**src/rtl/horn_pkg.sv**
```systemverilog
package horn_pkg;

  typedef enum logic [1:0] {
    FAULT_NONE   = 2'd0,
    FAULT_SINGLE = 2'd1,
    FAULT_TRIPLE = 2'd2
  } fault_mode_e;

  // Triple form wins over the single chamber chirp.
  function automatic fault_mode_e pick_fault(input logic repeat_fail,
                                             input logic aged,
                                             input logic single_fail);
    if (repeat_fail || aged) return FAULT_TRIPLE;
    else if (single_fail)    return FAULT_SINGLE;
    else                     return FAULT_NONE;
  endfunction

endpackage

```
**src/rtl/horn_alarm_pattern.sv**
```systemverilog
module horn_alarm_pattern #(
  parameter int TEMP_ON       = 48,
  parameter int TEMP_OFF      = 48,
  parameter int TEMP_LONG_OFF = 144,
  parameter int CONT_ON       = 24,
  parameter int CONT_OFF      = 8
) (
  input  logic clk,
  input  logic rst_n,
  input  logic tick,
  input  logic active,
  input  logic temporal,
  output logic horn
);
  localparam int LT   = 3*TEMP_ON + 2*TEMP_OFF + TEMP_LONG_OFF;
  localparam int LC   = CONT_ON + CONT_OFF;
  localparam int LMAX = (LT > LC) ? LT : LC;
  localparam int AW   = $clog2(LMAX + 1);

  logic [AW-1:0] pos;
  logic [AW-1:0] last;
  logic          t_on, c_on;

  assign last = temporal ? AW'(LT - 1) : AW'(LC - 1);

  always_ff @(posedge clk) begin
    if (!rst_n)       pos <= '0;
    else if (!active) pos <= '0;
    else if (tick)    pos <= (pos >= last) ? '0 : pos + AW'(1);
  end

  always_comb begin
    t_on = (pos < AW'(TEMP_ON)) ||
           ((pos >= AW'(TEMP_ON + TEMP_OFF)) && (pos < AW'(2*TEMP_ON + TEMP_OFF))) ||
           ((pos >= AW'(2*TEMP_ON + 2*TEMP_OFF)) && (pos < AW'(3*TEMP_ON + 2*TEMP_OFF)));
    c_on = (pos < AW'(CONT_ON));
    horn = active && (temporal ? t_on : c_on);
  end

  // a fresh alarm opens with sound
  p_restart_on_r4: assert property (@(posedge clk) disable iff (!rst_n)
    $rose(active) |-> horn);

  // the position never leaves the longest cadence
  p_pos_bound_r2: assert property (@(posedge clk) disable iff (!rst_n)
    pos < AW'(LMAX));

endmodule

```
**src/rtl/horn_frame_timer.sv**
```systemverilog
module horn_frame_timer
  import horn_pkg::*;
#(
  parameter int FRAME  = 4135,
  parameter int OFFSET = 1923,
  parameter int GAP    = 32
) (
  input  logic        clk,
  input  logic        rst_n,
  input  logic        tick,
  input  logic        lowbat_req,
  input  fault_mode_e fault_mode,
  output logic        chirp
);
  localparam int FW = $clog2(FRAME);

  logic [FW-1:0] fpos;
  logic          slot_lb, slot_f0, slot_f1, slot_f2;

  always_ff @(posedge clk) begin
    if (!rst_n)    fpos <= '0;
    else if (tick) fpos <= (fpos == FW'(FRAME - 1)) ? '0 : fpos + FW'(1);
  end

  always_comb begin
    slot_lb = (fpos == '0);
    slot_f0 = (fpos == FW'(OFFSET));
    slot_f1 = (fpos == FW'(OFFSET + GAP));
    slot_f2 = (fpos == FW'(OFFSET + 2*GAP));
    chirp   = lowbat_req && slot_lb;
    unique case (fault_mode)
      FAULT_SINGLE: chirp = chirp || slot_f0;
      FAULT_TRIPLE: chirp = chirp || slot_f0 || slot_f1 || slot_f2;
      default:      ;
    endcase
  end

  // frame wraps to zero after its last tick
  p_frame_wrap_r5: assert property (@(posedge clk) disable iff (!rst_n)
    (tick && fpos == FW'(FRAME - 1)) |=> (fpos == '0));

  // no tick, no movement
  p_tick_hold_r12: assert property (@(posedge clk) disable iff (!rst_n)
    !tick |=> $stable(fpos));

endmodule

```
**src/rtl/horn_ptt_chirp.sv**
```systemverilog
module horn_ptt_chirp #(
  parameter int PTT_PERIOD = 24
) (
  input  logic clk,
  input  logic rst_n,
  input  logic tick,
  input  logic active,
  output logic chirp
);
  localparam int PW = $clog2(PTT_PERIOD);

  logic [PW-1:0] cnt;

  always_ff @(posedge clk) begin
    if (!rst_n)       cnt <= '0;
    else if (!active) cnt <= '0;
    else if (tick)    cnt <= (cnt == PW'(PTT_PERIOD - 1)) ? '0 : cnt + PW'(1);
  end

  assign chirp = active && (cnt == '0);

  // each test chirp lasts exactly one tick
  p_chirp_one_tick_r10: assert property (@(posedge clk) disable iff (!rst_n)
    (chirp && tick) |=> !chirp);

endmodule

```
**src/rtl/horn_pattern_sequencer.sv**
```systemverilog
module horn_pattern_sequencer
  import horn_pkg::*;
#(
  parameter int TEMP_ON       = 48,
  parameter int TEMP_OFF      = 48,
  parameter int TEMP_LONG_OFF = 144,
  parameter int CONT_ON       = 24,
  parameter int CONT_OFF      = 8,
  parameter int FRAME         = 4135,
  parameter int OFFSET        = 1923,
  parameter int GAP           = 32,
  parameter int PTT_PERIOD    = 24
) (
  input  logic clk,
  input  logic rst_n,
  input  logic tick,
  input  logic alarm_active,
  input  logic tone_temporal,
  input  logic lowbat_fault,
  input  logic chamber_fault,
  input  logic chamber_repeat_fault,
  input  logic end_of_life,
  input  logic ptt_memory,
  input  logic lowbat_silence,
  output logic horn_on
);
  logic        alarm_horn, ptt_horn, sup_horn;
  fault_mode_e fault_mode;

  assign fault_mode = pick_fault(chamber_repeat_fault, end_of_life, chamber_fault);

  horn_alarm_pattern #(
    .TEMP_ON(TEMP_ON), .TEMP_OFF(TEMP_OFF), .TEMP_LONG_OFF(TEMP_LONG_OFF),
    .CONT_ON(CONT_ON), .CONT_OFF(CONT_OFF)
  ) u_alarm (
    .clk(clk), .rst_n(rst_n), .tick(tick),
    .active(alarm_active), .temporal(tone_temporal), .horn(alarm_horn)
  );

  horn_ptt_chirp #(.PTT_PERIOD(PTT_PERIOD)) u_ptt (
    .clk(clk), .rst_n(rst_n), .tick(tick),
    .active(ptt_memory), .chirp(ptt_horn)
  );

  horn_frame_timer #(.FRAME(FRAME), .OFFSET(OFFSET), .GAP(GAP)) u_frame (
    .clk(clk), .rst_n(rst_n), .tick(tick),
    .lowbat_req(lowbat_fault && !lowbat_silence),
    .fault_mode(fault_mode), .chirp(sup_horn)
  );

  always_comb begin
    if (alarm_active)    horn_on = alarm_horn;
    else if (ptt_memory) horn_on = ptt_horn;
    else                 horn_on = sup_horn;
  end

  // alarm off phases stay quiet whatever else is pending
  p_alarm_gap_quiet_r11: assert property (@(posedge clk) disable iff (!rst_n)
    (alarm_active && !alarm_horn) |-> !horn_on);

  // a silenced battery fault alone makes no sound
  p_silence_r6: assert property (@(posedge clk) disable iff (!rst_n)
    (lowbat_silence && !alarm_active && !ptt_memory && !chamber_fault &&
     !chamber_repeat_fault && !end_of_life) |-> !horn_on);

  // nothing requested, nothing sounds
  p_idle_quiet_r1: assert property (@(posedge clk) disable iff (!rst_n)
    (!alarm_active && !ptt_memory && !lowbat_fault && !chamber_fault &&
     !chamber_repeat_fault && !end_of_life) |-> !horn_on);

endmodule

```
**config.mk**
```make
export PLATFORM = sky130hd
export DESIGN_NAME = horn_pattern_sequencer
export DESIGN_NICKNAME = d
export VERILOG_FILES = /design/src/rtl/horn_pkg.sv /design/src/rtl/horn_alarm_pattern.sv /design/src/rtl/horn_frame_timer.sv /design/src/rtl/horn_ptt_chirp.sv /design/src/rtl/horn_pattern_sequencer.sv
export SDC_FILE = /design/constraint.sdc
export NUM_CORES = 1
export LEC_CHECK = 0
export BUFFER_PORTS_ARGS = -buffer_cell sky130_fd_sc_hd__buf_2
export CAP_MARGIN = 5
export CORE_MARGIN = 8
export CORE_UTILIZATION = 45
export DETAILED_ROUTE_END_ITERATION = 10
export PLACE_DENSITY_LB_ADDON = 0.2
export SLEW_MARGIN = 15
export SYNTH_ARGS = -nofsm -noshare
export SYNTH_HDL_FRONTEND = slang
export SYNTH_SLANG_ARGS = --single-unit
export TNS_END_PERCENT = 1
```
**constraint.sdc**
```tcl
create_clock -name clk -period 2.7 [get_ports clk]
set_input_delay 0.54 -clock clk [delete_from_list [all_inputs] [get_ports clk]]
set_output_delay 0.54 -clock clk [all_outputs]
set_load 0.05 [all_outputs]
```
After elaboration in Yosys (flattened, before gate mapping):

Cells that the tools add are included.

* add/subtract/negate cells: 3
* magnitude comparators: 7
* equal/unequal tests: 7
* mux-type cells: 10
* reductions and logical operators: 17

Operators with widths (count)
* $eq A13 B11 Y1 const B: 3
* $lt A9 B8 Y1 const B: 2
* $mux W9: 2
* $add A13 B1 Y13 const B: 1
* $eq A13 B13 Y1 const B: 1
* $logic_not A13 Y1: 1
* $mux W13: 1
* $add A9 B1 Y9 const B: 1
* $ge A9 B7 Y1 const B: 1
* $ge A9 B8 Y1 const B: 1
* $ge A9 B9 Y1: 1
* $lt A9 B5 Y1 const B: 1
* $lt A9 B6 Y1 const B: 1
* $logic_and A1 B1 Y1: 6
* $logic_or A1 B1 Y1: 6
* $add A5 B1 Y5 const B: 1
* $eq A5 B5 Y1 const B: 1
* $logic_not A5 Y1: 1
* $mux W5: 1
* $mux W1: 4
* $reduce_and A2 Y1: 2
* $eq A2 B1 Y1 const B: 1
* $eq A2 B2 Y1 const B: 1
* $mux W2: 1
* other kinds (2): 2

* bits in registers: 27
* output and inout port bits: 1

Logic depth before layout (Yosys ltp):

Gate-level depths: netlist of run 1.

* word-level depth: 9
* mapped depth: 6
* gate-level depth less buffers: 6

Hierarchy:

From an unflattened synthesis of run 1, not the netlist that was laid out.

* cells, all modules: 188
* area total of the unflattened synthesis: 1569.0 um^2

By module, submodules not included
* horn_frame_timer: instances 1, cells each 88, area each 732.0 um^2, seq. area each 260.2 um^2
* horn_alarm_pattern: instances 1, cells each 63, area each 536.8 um^2, seq. area each 180.2 um^2
* horn_ptt_chirp: instances 1, cells each 30, area each 256.5 um^2, seq. area each 100.1 um^2
* horn_pattern_sequencer: instances 1, cells each 7, area each 43.8 um^2, seq. area each 0.0 um^2

Worst setup path after synthesis of run 1:

Ideal clock, no wire load.

* path kind: input to output
* start point: input chamber_fault
* end point: output horn_on
* arrival: 1.941 ns
* required time: 2.160 ns
* path slack: 0.219 ns
* stages on the path: 4
* buffers on the path: 0
* cell sequence: nand2b_1 -> a2111oi_0 -> nand3_1 -> a32oi_1

* longest elaborated chain between the ends: 6
* elaborated cells on any way between the ends: 7
* classes of those cells: 2 x eq/ne; 5 x mux

Ends and longest elaborated chain
* start, declared: RTL line horn_pattern_sequencer.sv:20 `input logic chamber_fault,`
* $mux W1 (*): RTL line horn_pkg.sv:14 `else if (single_fail) return FAULT_SINGLE;`
* $mux W2 (*): RTL line horn_pkg.sv:13 `if (repeat_fail || aged) return FAULT_TRIPLE;`
* $eq A2 B2 Y1 or $eq A2 B1 Y1 (tied branches): RTL line horn_frame_timer.sv:31 `unique case (fault_mode)`
* $pmux W1 S2 (*): RTL line horn_frame_timer.sv:31
* $mux W1 (*): RTL line horn_pattern_sequencer.sv:53 `else if (ptt_memory) horn_on = ptt_horn;`
* $mux W1 (*): RTL line horn_pattern_sequencer.sv:52 `if (alarm_active) horn_on = alarm_horn;`
* end, declared: RTL line horn_pattern_sequencer.sv:25 `output logic horn_on`

Mark *: on every way between the ends. The rest lies on a longest branch, timed or not.

Final worst setup path of run 1:

* start point: register u_frame.fpos[1]
* end point: output horn_on

* longest elaborated chain between the ends: 8
* elaborated cells on any way between the ends: 11
* classes of those cells: 3 x eq/ne; 3 x mux; 5 x reduce/logical

Ends and longest elaborated chain
* start, declared: RTL line horn_frame_timer.sv:17 `logic [FW-1:0] fpos;`
* start signal, assigned: RTL line horn_frame_timer.sv:22 `else if (tick) fpos <= (fpos == FW'(FRAME - 1)) ? '0 : fpos + FW'(1);`
* $logic_not A13 Y1: RTL line horn_frame_timer.sv:26 `slot_lb = (fpos == '0);`
* $logic_and A1 B1 Y1: RTL line horn_frame_timer.sv:30 `chirp = lowbat_req && slot_lb;`
* $logic_or A1 B1 Y1: RTL line horn_frame_timer.sv:32, horn_frame_timer.sv:33
* $logic_or A1 B1 Y1 (2 in series): RTL line horn_frame_timer.sv:33 `FAULT_TRIPLE: chirp = chirp || slot_f0 || slot_f1 || slot_f2;`
* $pmux W1 S2 (*): RTL line horn_frame_timer.sv:31
* $mux W1 (*): RTL line horn_pattern_sequencer.sv:53
* $mux W1 (*): RTL line horn_pattern_sequencer.sv:52

Marked as above.

==> results.py, run 1 <==
metrics = {
    "run_status": {
        "status": "complete, no violations",
    },
    "timing": {
        "post-route-min-period_ps": 2460,
        "hold_violations": 0,
        "slew-limit-headroom": 0.6264,
        "setup_tns_ps": 0,
        "fmaxAchievable_ghz": 0.4065,
        "timing.final.ws_setup_ps": 240.2,
        "clock_skew_ps": 1.020,
        "drv_slew": 0,
        "setup_viol": 0,
        "worstMarginPinSlew_ps": 557.1,
        "rsz0062_at_grt": "false",
        "period_share": 0.9110,
    },
    "clock_network": {
        "cts_buffers": 3,
        "insertion_delay_ps": 320,
        "clkSinkCount": 27,
        "cts_hold_buffers": 0,
        "root_buffer": "clkbuf_4",
        "clock_path_buffers": 2,
        "cts.clk_slew.worst_paths_ps": 140,
        "cts_htree_levels": 1,
        "cts_tree": "built",
    },
    "yosys": {
        "ys_seq_elements": 27,
        "yosysTopAreaCell": "dfxtp_1",
        "ys_seq_area_frac": 0.3518,
        "synth.area.top_cells": "dfxtp_1, ha_1, xnor2_1",
        "yosysUniqueCellTypes": 38,
        "avgSynthCellArea_um2": 8.442,
        "syn_area_mm2": 0.001536,
        "yosysWarnings": 0,
        "postSynthCellCount": 182,
        "syn-num-nets": 203,
        "synth_ff_type": "dfxtp_1",
        "async_reset_ff_frac": 0,
        "synth-edff-count": 0,
        "netlist.area_leader.share": 0.3518,
    },
    "finish": {
        "fin_cells": 241,
        "final_common_cell": "nor2_1",
        "layout-drive-gt1-share": 0.1179,
        "synthToLayoutAreaGrowth_pct": 9.202,
        "layout.nets": 217,
        "layout.cells.most_common_list": "nor2_1, dfxtp_1, nand2_1, xnor2_1",
        "num_antenna_cells": 0,
        "nFillCells": 331,
    },
    "worst_setup_path": {
        "cp.required_ps": 2160,
        "critPathKind": "reg2out",
        "crit_fanout": 5,
        "cp-start-kind": "flip-flop",
        "worstPathArrival_ps": 1920,
        "end_kind": "primary output",
    },
    "power_and_ir_drop": {
        "power_frac_seq": 0.634,
        "clkPwrFrac": 0.269,
        "switching_share": 0.2477,
        "peakVddDrop_mv": 0.1773,
        "p_leak_nw": 0.5826,
        "combPwrFrac": 0.096,
        "p_switching_mw": 0.1607,
        "p_per_area_mw_per_mm2": 386.6,
        "p_int_mw": 0.4879,
    },
    "detailed_routing": {
        "final_antenna_net_count": 0,
        "via_count": 1324,
        "avgViaCountPerCell": 5.494,
        "drt-total-wl_mm": 3.289,
        "drc": 0,
        "drtPass1Iterations": 4,
        "wl_per_cell_um": 13.65,
        "drtIter0Drc": 78,
    },
    "floorplanning": {
        "die-area_mm2": 0.005540,
        "die_y_um": 74.43,
        "die_width_um": 74.43,
        "rows": 21,
        "start_util": 0.4641,
        "ios": 12,
        "core_mm2": 0.003311,
    },
    "place": {
        "place_ws_ps": 452.0,
        "dp_hpwl_mm": 2.433,
        "gp_congestion": 0.8349,
        "placement.io_buffers": 11,
        "dp.cells": 237,
    },
    "flow_run": {
        "drv_cap": 0,
    },
    "global_routing": {
        "grt.overflow.total": 0,
        "grt_start_max_net_pins": 27,
        "antenna_found_initial": 0,
        "grt_pass1_vias": 1325,
        "grt_usage": 0.1286,
        "grt_first_pass_wirelength_mm": 5.644,
    },
    "worst_hold_path": {
        "hold_class": "in2reg",
    },
}
-- what timing repair did --
item	CTS	global route
gates resized for setup	0	5
endpoints found under the setup margin	0	1
buffers inserted	0	0
-- worst max-delay path, cell delays in order, from the launching register on --
cell and delay, ps:
dfxtp_2 390, ha_1 220, inv_1 50, a2111oi_1 340
nand3_1 140, a32oi_1 220, buf_4 230
-- power groups by stage --
| stage | Combinational [mW] | Clock (mW) | Sequential, mW |
|---|---|---|---|
| detailed placement | 0.0623 | 0 | 0.419 |
| floorplan | 0.0412 | 0 | 0.418 |
| global placement | 0.0585 | 0 | 0.419 |
| CTS | 0.0624 | 0.184 | 0.411 |
| global route | 0.0699 | 0.201 | 0.413 |
| finish | 0.0626 | 0.175 | 0.411 |
-- layer usage --
layer  global-route usage  wire length [um]  vias up
met5                    0                 0        -
met4              0.05652                31        0
met3              0.03235               209        4
met2               0.2004              1493       41
met1               0.1622              1554      609
li1                     -                 -      670
-- logic make-up after synthesis --
kind of cell	after synthesis	synth area share
multiplexers	2	0.01303
flip-flops	27	0.3518
AO/OA/AOI/OAI	29	0.1417
buffers and inverters	15	0.03909
adder cells (fa/ha/maj)	10	0.08143
AND/OR/NAND/NOR	79	0.2590
XOR/XNOR	20	0.1140
-- flip-flops by register name, summed over array words and instances (netlist names) --
| register | flops |
|---|---|
| u_frame.fpos | 13 |
| u_alarm.pos | 9 |
| u_ptt.cnt | 5 |
-- path summary, 6_finish.rpt --
| check | slack [ps] | depth (start not counted) | from | endpoint |
|---|---|---|---|---|
| hold / removal | 530 | 3 | rst_n | u_ptt.cnt[2] |
| setup reg to reg | 820 | 5 | u_alarm.pos[6] | u_alarm.pos[8] |
| setup / recovery | 240 | 6 | u_frame.fpos[1] | horn_on |
| hold reg to reg | 540 | 2 | u_frame.fpos[0] | u_frame.fpos[0] |
-- synth_stat cells, types with 2 or more instances --
cell / instances
nor2b_1: 2
nand2_1: 12
mux2i_1: 2
a211oi_1: 6
nor3b_1: 2
and3_1: 2
a31oi_1: 2
nand3_1: 5
nand4_1: 11
inv_1: 11
dfxtp_1: 27
ha_1: 10
nor3_1: 7
a21oi_1: 8
nor2_1: 26
nand2b_1: 6
o211ai_1: 2
o22ai_1: 2
clkbuf_1: 2
xor2_1: 8
xnor2_1: 12
-- through the flow --
| stage | utilization | total power [mW] | instance area, um^2 | hold slack [ps] |
|---|---|---|---|---|
| 3_5_place_dp | 0.4970 | 0.4817 | 1645 | 542.5 |
| 5_1_grt | 0.5068 | 0.6837 | 1678 | 510.5 |
| 2_1_floorplan | - | 0.4591 | 1536 | 500.7 |
| 6_report | 0.5068 | 0.6486 | 1678 | 526.5 |
| 3_3_place_gp | 0.4970 | 0.4773 | 1645 | 520.3 |
| 4_1_cts | 0.5049 | 0.6574 | 1672 | 516.3 |
-- cell type report --
type | instances | area, um^2 | share of cell area
clock buffers | 4 | 26.28 | 0.01566
inverters | 11 | 41.29 | 0.02461
multi-input cells | 140 | 937.1 | 0.5585
flip-flops and latches | 27 | 543.0 | 0.3236
well taps | 46 | 57.56 | 0.03430
repair buffers | 13 | 72.57 | 0.04325
Note: power is estimated with default switching activity, not from simulation.
==> inputs of run 2 (changes only) <==
- MAX_ROUTING_LAYER: not set -> met4
==> run 2 against run 1 <==
Net effect: clock power about the same; total power about the same; cell count is the same; core utilization unchanged; sequential share of layout area is the same; sequential power is essentially flat; highest routed layer unchanged.
==> results.py, run 2 (synthesis results as in run 1) <==
metrics = {
    "place": {
        "placement.io_buffers": 11,
        "place_ws_ps": 452.0,
        "dp_hpwl_mm": 2.433,
        "gp_congestion": 0.8476,
        "place_area_mm2": 0.001645,
    },
    "timing": {
        "clock_skew_ps": 1.019,
        "fmaxAchievable_ghz": 0.4066,
        "setup_tns_ps": 0,
        "slew-limit-headroom": 0.6272,
        "timing.final.ws_setup_ps": 240.6,
        "rsz0062_at_grt": "false",
        "post-route-min-period_ps": 2459,
        "drv_slew": 0,
        "hold_violations": 0,
        "period_share": 0.9109,
        "setup_viol": 0,
        "worstMarginPinSlew_ps": 555.9,
    },
    "finish": {
        "regMostFlops": "u_frame.fpos",
        "largest_reg_flops": 13,
        "stdcell_area_mm2": 0.001678,
        "layout-drive-gt1-share": 0.1179,
        "num_antenna_cells": 0,
        "final_util": 0.5068,
        "layout.cells.most_common_list": "nor2_1, dfxtp_1, nand2_1, xnor2_1",
        "largestRegisters": "u_frame.fpos (13), u_alarm.pos (9), u_ptt.cnt (5)",
        "synthToLayoutAreaGrowth_pct": 9.202,
        "final_common_cell": "nor2_1",
        "layout.nets": 217,
    },
    "clock_network": {
        "root_buffer": "clkbuf_4",
        "cts_hold_buffers": 0,
        "cts.clk_slew.worst_paths_ps": 140,
        "cts.repair.resized": 0,
        "cts_htree_levels": 1,
        "clkSinkCount": 27,
        "cts_tree": "built",
        "cts_buffers": 3,
        "insertion_delay_ps": 320,
        "clock_path_buffers": 2,
        "cts_setup_buffers": 0,
    },
    "global_routing": {
        "grt_usage": 0.1334,
        "grt_start_max_net_pins": 27,
        "grt_pass1_vias": 1317,
        "grt_first_pass_wirelength_mm": 5.664,
        "grt.overflow.total": 0,
        "antenna_found_initial": 0,
    },
    "flow_run": {
        "drv_cap": 0,
    },
    "worst_setup_path": {
        "worst_path_largest_cell_delay_ps": 390,
        "rrSetupSlack_ps": 830,
        "path_cells": "ha_1 > inv_1 > a2111oi_1 > nand3_1 > a32oi_1 > buf_4",
        "cp-start-kind": "flip-flop",
        "r2r_cells": 5,
        "critPathKind": "reg2out",
        "r2r-start": "u_alarm.pos[6]",
        "crit_fanout": 5,
        "worst-path-buf-inv": 2,
        "worstPathArrival_ps": 1920,
        "regToRegEndpoint": "u_alarm.pos[8]",
        "critPathTopFamily": "compound AO/OA/AOI/OAI gates",
        "cp.required_ps": 2160,
        "worst_path_max_delay_cell": "dfxtp_2",
        "end_kind": "primary output",
    },
    "floorplanning": {
        "die_width_um": 74.43,
        "die-area_mm2": 0.005540,
        "ios": 12,
        "rows": 21,
        "start_util": 0.4641,
        "die_y_um": 74.43,
        "core_mm2": 0.003311,
    },
    "detailed_routing": {
        "avgViaCountPerCell": 5.465,
        "drc": 0,
        "drt-total-wl_mm": 3.278,
        "drtPass1Iterations": 4,
        "drtIter0Drc": 99,
        "final_antenna_net_count": 0,
        "wl_per_cell_um": 13.60,
        "via_count": 1317,
    },
    "power_and_ir_drop": {
        "finalPower_mw": 0.6483,
        "clkPwrFrac": 0.269,
        "p_per_area_mw_per_mm2": 386.4,
        "p_switching_mw": 0.1604,
        "switching_share": 0.2474,
        "combPwrFrac": 0.096,
        "p_int_mw": 0.4879,
        "peakVddDrop_mv": 0.1774,
        "power_frac_seq": 0.634,
        "p_leak_nw": 0.5826,
    },
    "worst_hold_path": {
        "worstHoldPathCells": 3,
        "hold_class": "in2reg",
        "hold_end": "u_ptt.cnt[2]",
        "min_from": "rst_n",
    },
    "run_status": {
        "status": "complete, no violations",
    },
}
==> run 2: cell counts in the layout (fill, tap and decap cells not counted) <==
No cell type changed its count.
==> run 2: worst max path at each step <==
stage,startpoint,endpoint,slack [ps],cells after the start
finish,u_frame.fpos[1],horn_on,240,6
global route,u_frame.fpos[1],horn_on,40,6
CTS,u_frame.fpos[1],horn_on,80,6
detailed placement,chamber_fault,horn_on,450,6
global placement,chamber_fault,horn_on,430,6
floorplan,chamber_fault,horn_on,220,4
==> run 2: worst reg2reg max path, stage by stage (launching register included) <==
cell and delay [ps]:
dfxtp_1 500, ha_1 280, or3_1 330, a21oi_2 290
nor2_2 120, a211oi_1 260
==> run 2: through the flow <==
stage / std cells / hold slack, ps
after floorplan: 182 / 500.7
after global placement: 237 / 520.3
after detailed placement: 237 / 542.5
after CTS: 241 / 516.3
after global routing: 241 / 505.3
final: 241 / 526.9
==> run 2: layout make-up <==
class | count | area, um^2
Sequential cell | 27 | 543.0
Clock buffer | 4 | 26.28
Tap cell | 46 | 57.56
Timing Repair Buffer | 13 | 72.57
Fill cell | 331 | 1633
Multi-Input combinational cell | 140 | 937.1
Inverter | 11 | 41.29
==> run 2: routing by layer <==
layer  global-route usage  part of all wire  vias up
met1               0.1646              0.48      607
met5                    -                 0        -
met2               0.2004              0.46       38
met3              0.03369             0.057        2
li1                     -                 -      670
met4              0.05652            0.0058        0
==> run 2: power by group through the flow <==
| stage | Sequential, mW | Clock, mW | Combinational, mW |
|---|---|---|---|
| 2_1_floorplan | 0.418 | 0 | 0.0412 |
| 3_3_place_gp | 0.419 | 0 | 0.0585 |
| 3_5_place_dp | 0.419 | 0 | 0.0623 |
| 4_1_cts | 0.411 | 0.184 | 0.0624 |
| 5_1_grt | 0.413 | 0.203 | 0.0700 |
| 6_report | 0.411 | 0.175 | 0.0624 |
